## src/rtl/srcd_pkg.sv

```systemverilog
package srcd_pkg;

    localparam int unsigned ADDR_W_DEF  = 13;
    localparam int unsigned PAD_W_DEF   = 2;
    localparam int unsigned RUN_LEN_DEF = 14;

    typedef enum logic {
        PH_ADDR = 1'b0,
        PH_CMD  = 1'b1
    } phase_e;

    // Per-bit events produced by the framer for the datapath.
    typedef struct packed {
        logic start;    // bit is the first of an address field
        logic pad_hit;  // bit is a pad position and is set
        logic shift;    // bit is an address bit
        logic fire;     // bit is the operation bit
        logic wr;       // operation requested (valid with fire)
    } frame_ev_t;

    function automatic int unsigned cnt_w(int unsigned n);
        return (n < 2) ? 1 : $clog2(n);
    endfunction

endpackage

```

## src/rtl/srcd_framer.sv

```systemverilog
module srcd_framer
    import srcd_pkg::*;
#(
    parameter int unsigned ADDR_W  = ADDR_W_DEF,
    parameter int unsigned PAD_W   = PAD_W_DEF,
    parameter int unsigned RUN_LEN = RUN_LEN_DEF
) (
    input  logic      clk,
    input  logic      rst,
    input  logic      sdat,
    output frame_ev_t ev
);
    localparam int unsigned FIELD_W = ADDR_W + PAD_W;
    localparam int unsigned BW      = cnt_w(FIELD_W);
    localparam int unsigned RW      = cnt_w(RUN_LEN + 1);
    localparam logic [BW-1:0] BIT_LAST = BW'(FIELD_W - 1);
    localparam logic [BW-1:0] PAD_END  = BW'(PAD_W);
    localparam logic [RW-1:0] RUN_FULL = RW'(RUN_LEN);

    phase_e        phase_q;
    logic [BW-1:0] bit_q;
    logic [RW-1:0] run_q;

    always_comb begin
        ev         = '0;
        ev.start   = (phase_q == PH_ADDR) && (bit_q == '0);
        ev.pad_hit = (phase_q == PH_ADDR) && (bit_q < PAD_END) && sdat;
        ev.shift   = (phase_q == PH_ADDR) && (bit_q >= PAD_END);
        ev.fire    = (phase_q == PH_CMD) && (run_q == RUN_FULL);
        ev.wr      = sdat;
    end

    always_ff @(posedge clk) begin
        if (rst) begin
            phase_q <= PH_ADDR;
            bit_q   <= '0;
            run_q   <= '0;
        end else if (phase_q == PH_ADDR) begin
            if (bit_q == BIT_LAST) begin
                phase_q <= PH_CMD;
                bit_q   <= '0;
                run_q   <= '0;
            end else begin
                bit_q <= bit_q + 1'b1;
            end
        end else begin
            if (run_q == RUN_FULL) begin
                phase_q <= PH_ADDR;          // operation bit consumed
                run_q   <= '0;
            end else if (sdat) begin
                run_q <= run_q + 1'b1;
            end else begin
                phase_q <= PH_ADDR;          // broken run: restart framing
                run_q   <= '0;
            end
        end
    end

    p_abort_r6: assert property (@(posedge clk) disable iff (rst)
        (phase_q == PH_CMD && !sdat && run_q != RUN_FULL) |=> (phase_q == PH_ADDR && bit_q == '0));

    p_fire_returns_r8: assert property (@(posedge clk) disable iff (rst)
        ev.fire |=> (phase_q == PH_ADDR && bit_q == '0));

endmodule

```

## src/rtl/srcd_addr_path.sv

```systemverilog
module srcd_addr_path
    import srcd_pkg::*;
#(
    parameter int unsigned ADDR_W = ADDR_W_DEF
) (
    input  logic              clk,
    input  logic              rst,
    input  logic              sdat,
    input  frame_ev_t         ev,
    output logic [ADDR_W-1:0] addr_q,
    output logic              accept
);
    logic [ADDR_W-1:0] sreg_q;
    logic              pad_bad_q;

    assign accept = ev.fire && !pad_bad_q;

    always_ff @(posedge clk) begin
        if (rst) begin
            sreg_q    <= '0;
            pad_bad_q <= 1'b0;
            addr_q    <= '0;
        end else begin
            if (ev.shift)
                sreg_q <= {sreg_q[ADDR_W-2:0], sdat};
            if (ev.start)
                pad_bad_q <= ev.pad_hit;
            else if (ev.pad_hit)
                pad_bad_q <= 1'b1;
            if (accept)
                addr_q <= sreg_q;
        end
    end

    p_addr_hold_r3: assert property (@(posedge clk) disable iff (rst)
        !accept |=> $stable(addr_q));

    p_pad_reject_r7: assert property (@(posedge clk) disable iff (rst)
        (ev.fire && pad_bad_q) |=> $stable(addr_q));

endmodule

```

## src/rtl/srcd_strobe.sv

```systemverilog
module srcd_strobe
    import srcd_pkg::*;
(
    input  logic clk,
    input  logic rst,
    input  logic accept,
    input  logic wr,
    output logic we_n,
    output logic oe_n
);
    always_ff @(posedge clk) begin
        if (rst) begin
            we_n <= 1'b1;
            oe_n <= 1'b1;
        end else begin
            we_n <= !(accept && wr);
            oe_n <= !(accept && !wr);
        end
    end

    p_excl_r5: assert property (@(posedge clk) disable iff (rst)
        !(!we_n && !oe_n));

    p_we_pulse_r4: assert property (@(posedge clk) disable iff (rst)
        (!we_n && !accept) |=> we_n);

    p_oe_pulse_r4: assert property (@(posedge clk) disable iff (rst)
        (!oe_n && !accept) |=> oe_n);

    p_we_follow_r4: assert property (@(posedge clk) disable iff (rst)
        (accept && wr) |=> (!we_n && oe_n));

    p_oe_follow_r4: assert property (@(posedge clk) disable iff (rst)
        (accept && !wr) |=> (!oe_n && we_n));

endmodule

```

## src/rtl/sram_serial_ctl.sv

```systemverilog
module sram_serial_ctl
    import srcd_pkg::*;
#(
    parameter int unsigned ADDR_W  = ADDR_W_DEF,
    parameter int unsigned PAD_W   = PAD_W_DEF,
    parameter int unsigned RUN_LEN = RUN_LEN_DEF
) (
    input  logic              clk,
    input  logic              rst,
    input  logic              sdat,
    output logic [ADDR_W-1:0] ram_addr,
    output logic              ram_we_n,
    output logic              ram_oe_n
);
    // The command run must be longer than any run an address field can hold.
    initial begin
        a_run_len_ok_r2: assert (RUN_LEN > ADDR_W && ADDR_W > 1);
    end

    frame_ev_t ev;
    logic      accept;

    srcd_framer #(
        .ADDR_W (ADDR_W),
        .PAD_W  (PAD_W),
        .RUN_LEN(RUN_LEN)
    ) u_framer (
        .clk (clk),
        .rst (rst),
        .sdat(sdat),
        .ev  (ev)
    );

    srcd_addr_path #(
        .ADDR_W(ADDR_W)
    ) u_addr (
        .clk   (clk),
        .rst   (rst),
        .sdat  (sdat),
        .ev    (ev),
        .addr_q(ram_addr),
        .accept(accept)
    );

    srcd_strobe u_strobe (
        .clk   (clk),
        .rst   (rst),
        .accept(accept),
        .wr    (ev.wr),
        .we_n  (ram_we_n),
        .oe_n  (ram_oe_n)
    );

endmodule

```

## config.mk

```make
export PLATFORM = sky130hd
export DESIGN_NAME = sram_serial_ctl
export DESIGN_NICKNAME = d
export VERILOG_FILES = /design/src/rtl/srcd_pkg.sv /design/src/rtl/srcd_framer.sv /design/src/rtl/srcd_addr_path.sv /design/src/rtl/srcd_strobe.sv /design/src/rtl/sram_serial_ctl.sv
export SDC_FILE = /design/constraint.sdc
export NUM_CORES = 1
export LEC_CHECK = 0
export CAP_MARGIN = 20
export CELL_PAD_IN_SITES_DETAIL_PLACEMENT = 0
export CELL_PAD_IN_SITES_GLOBAL_PLACEMENT = 1
export CORE_ASPECT_RATIO = 1.2
export CORE_MARGIN = 2
export CORE_UTILIZATION = 40
export CTS_CLUSTER_DIAMETER = 200
export DETAILED_ROUTE_END_ITERATION = 16
export PLACE_DENSITY = 0.81
export RECOVER_POWER = 100
export SLEW_MARGIN = 15
export SYNTH_ARGS = -nofsm -noshare
export SYNTH_HDL_FRONTEND = slang
export SYNTH_SLANG_ARGS = --single-unit
export TNS_END_PERCENT = 30
```

## constraint.sdc

```tcl
create_clock -name clk -period 2 [get_ports clk]
set_input_delay 0.6 -clock clk [delete_from_list [all_inputs] [get_ports clk]]
set_output_delay 0.6 -clock clk [all_outputs]
set_load 0.02 [all_outputs]
```

==> metrics <==
crit-path max cell delay 0.68 ns; data arrival time of the worst path 1.29 ns; Final period util 94.3%; Clock Path Buffers 2; Die ar. 4430 um^2; share of cells above drive strength 1 6.40%; Post-Synth Adder-Cell Area 1.60%; Area after DPL 1770 um^2; total core area 3690 um^2; antenna viol nets, final 0; Synth-to-Final Area Change 18.2%; critical path launch point type flop; RSZ-0062 raised after global routing no; largest delay contributor family on the critical path buffers and inverters; Worst Setup End Kind output pin; Antenna Diode Count 0; number of synthesized register bits 38; CTS sink count 38; wirelength, routed 3.31 mm; Resize count post-CTS 0; crit path buf inv count 1; synthesized instance count 189; DRC errors left 0; IO Pins 18; die width 61.1 um; final max-slew violation count 0; total gr overflow 0; design area 1850 um^2; P_leak 0.000644 uW; Detail Placement HPWL 2.26 mm; pin count of the biggest net entering global routing 27; Inserted Clock Buffers 5; xor/xnor share of the synthesized area 0%; register area 761 um^2; CP Data Required Time 1.40 ns; post-synthesis simple-gate area fraction 20.4%; average cell area after synthesis 8.27 um^2; fill cell count 368; Setup Viol. Count Final 0; # nets final 207; Fin Setup TNS 0 ns; worst-path maximum fanout 2; H-Tree Depth 2; post-synthesis mux area share 0.641%; Vias/cell 5.48; Max Clk Rate 0.530 GHz; CP Cell Sequence dlygate4sd3_1; first-iteration detailed-routing DRC count 99; Max-Slew Margin vs Limit 57.5%; postcts setup bufs 0; Async S/R FF share, synth 0%; slew of the pin with the lowest slew margin 0.634 ns; most frequent cells in the layout dfxtp_1, nand3_1, a21oi_1, o21ai_0, dlygate4sd3_1; clock skew 0.00691 ns; status finished clean; main combinational cell family by area after synthesis compound AO/OA/AOI/OAI gates; initial antenna violation count 0; worst skew pair latency 0.28 ns; Pwr Density 741 nW/um^2; Top FF cell, synth dfxtp_1; Tot GR Track Use 16.3%; area of the multi-input gates 709 um^2; Final Hold Viols 0; global-route wire length before repair 5.49 mm; CTS root buf clkbuf_8; commonest non-fill, non-tap cell in the layout dfxtp_1; Wirelength per Cell 13.0 um; Seq/Total Area, Yosys 48.7%; critical path class flop to output pin; GPL Wtd Cong 0.774; CTS hold repair buffers 0; maxcap violations 0; total number of vias 1,397; clk slew on worst S/H paths 0.07 ns; VDD IR max 0.000393 V; syn nets 194; Initial Utilization 42.3%; die height 72.5 um; worst hold-check path type flop to flop; input/output buffers 17; min Tclk post-route 1.89 ns; Yosys cell types 30; drt pass-1 iters 4; EDFF count, synth 0; synthesized area 1560 um^2; CTS tree built; CP max-delay cell dlygate4sd3_1; compound-cell area share of the yosys netlist 22.7%; synthesis warning total 0; num rows 24; vias in the first global route 1,206
[state kept, by name, summed over array words and instances, names as in the netlist]
name	count
u_addr.pad_bad_q	1
u_strobe.oe_n	1
u_framer.run_q	4
u_framer.phase_q	1
u_addr.sreg_q	13
u_framer.bit_q	4
u_addr.addr_q	13
u_strobe.we_n	1
[power by group]
part | switching (uW) | internal [uW]
combinational | 37.3 | 20.0
clock | 255 | 278
sequential | 13.1 | 765
total | 305 | 1060
[synthesized netlist by cell type, types with 3 or more instances]
master | n | area [um^2]
nor2_1 | 5 | 18.8
or3_1 | 4 | 25.0
a31oi_1 | 3 | 18.8
o21ai_0 | 28 | 140
nand3_1 | 34 | 170
dfxtp_1 | 38 | 761
nand2_1 | 6 | 22.5
clkbuf_1 | 8 | 30.0
a21oi_1 | 32 | 160
buf_2 | 8 | 40.0
[metal layers]
layer / wire, um / up-vias / GRT usage [%]
met5: 0 / - / 0
met2: 1510 / 42 / 23.9
met3: 138 / 6 / 5.35
met4: 42 / 0 / 5.07
li1: - / 704 / -
met1: 1620 / 645 / 22.5
[cell families (layout without fill, tap and decap cells)]
group           after synthesis  in the layout
buf+inv                      20             34
compound gates               67             67
simple gates                 61             61
fa+ha+maj                     2              2
flops                        38             38
mux                           1              1
[area by class of cell]
class	count	share of cell area, %
Sequential cell	38	41.2
Multi-Input combinational cell	131	38.4
Timing Repair Buffer	24	11.5
Clock buffer	7	4.67
Tap cell	52	3.52
Inverter	2	0.407
Clock inverter	1	0.271
[tightest hold or removal path, stage by stage (launching register included)]
cell and delay (ns):
dfxtp_1 0.31, o21ai_0 0.06, a21oi_1 0.06
[final timing paths]
| path | start | end | slack (ns) | cells past startpoint |
|---|---|---|---|---|
| setup / recovery | u_addr.addr_q[10]$_SDFFE_PP0N_ | ram_addr[10] | 0.11 | 1 |
| setup reg to reg | u_framer.phase_q$_SDFF_PP0_ | u_addr.addr_q[12]$_SDFFE_PP0N_ | 0.32 | 5 |
| hold / removal | u_addr.addr_q[11]$_SDFFE_PP0N_ | u_addr.addr_q[11]$_SDFFE_PP0N_ | 0.47 | 2 |
| hold reg to reg | u_addr.addr_q[11]$_SDFFE_PP0N_ | u_addr.addr_q[11]$_SDFFE_PP0N_ | 0.47 | 2 |
[through the flow]
step | worst slack (ns) | hold slack, ns | utilization [%] | cells | total power (uW)
after floorplan | 0.492 | 0.440 | - | 189 | 839
after global placement | 0.134 | 0.461 | 47.8 | 247 | 852
after detailed placement | 0.103 | 0.467 | 47.8 | 247 | 854
after CTS | 0.159 | 0.477 | 50.3 | 255 | 1380
after global routing | 0.0681 | 0.500 | 50.0 | 255 | 1430
final | 0.115 | 0.473 | 50.0 | 255 | 1370
Power figures use the tool's default switching activity.
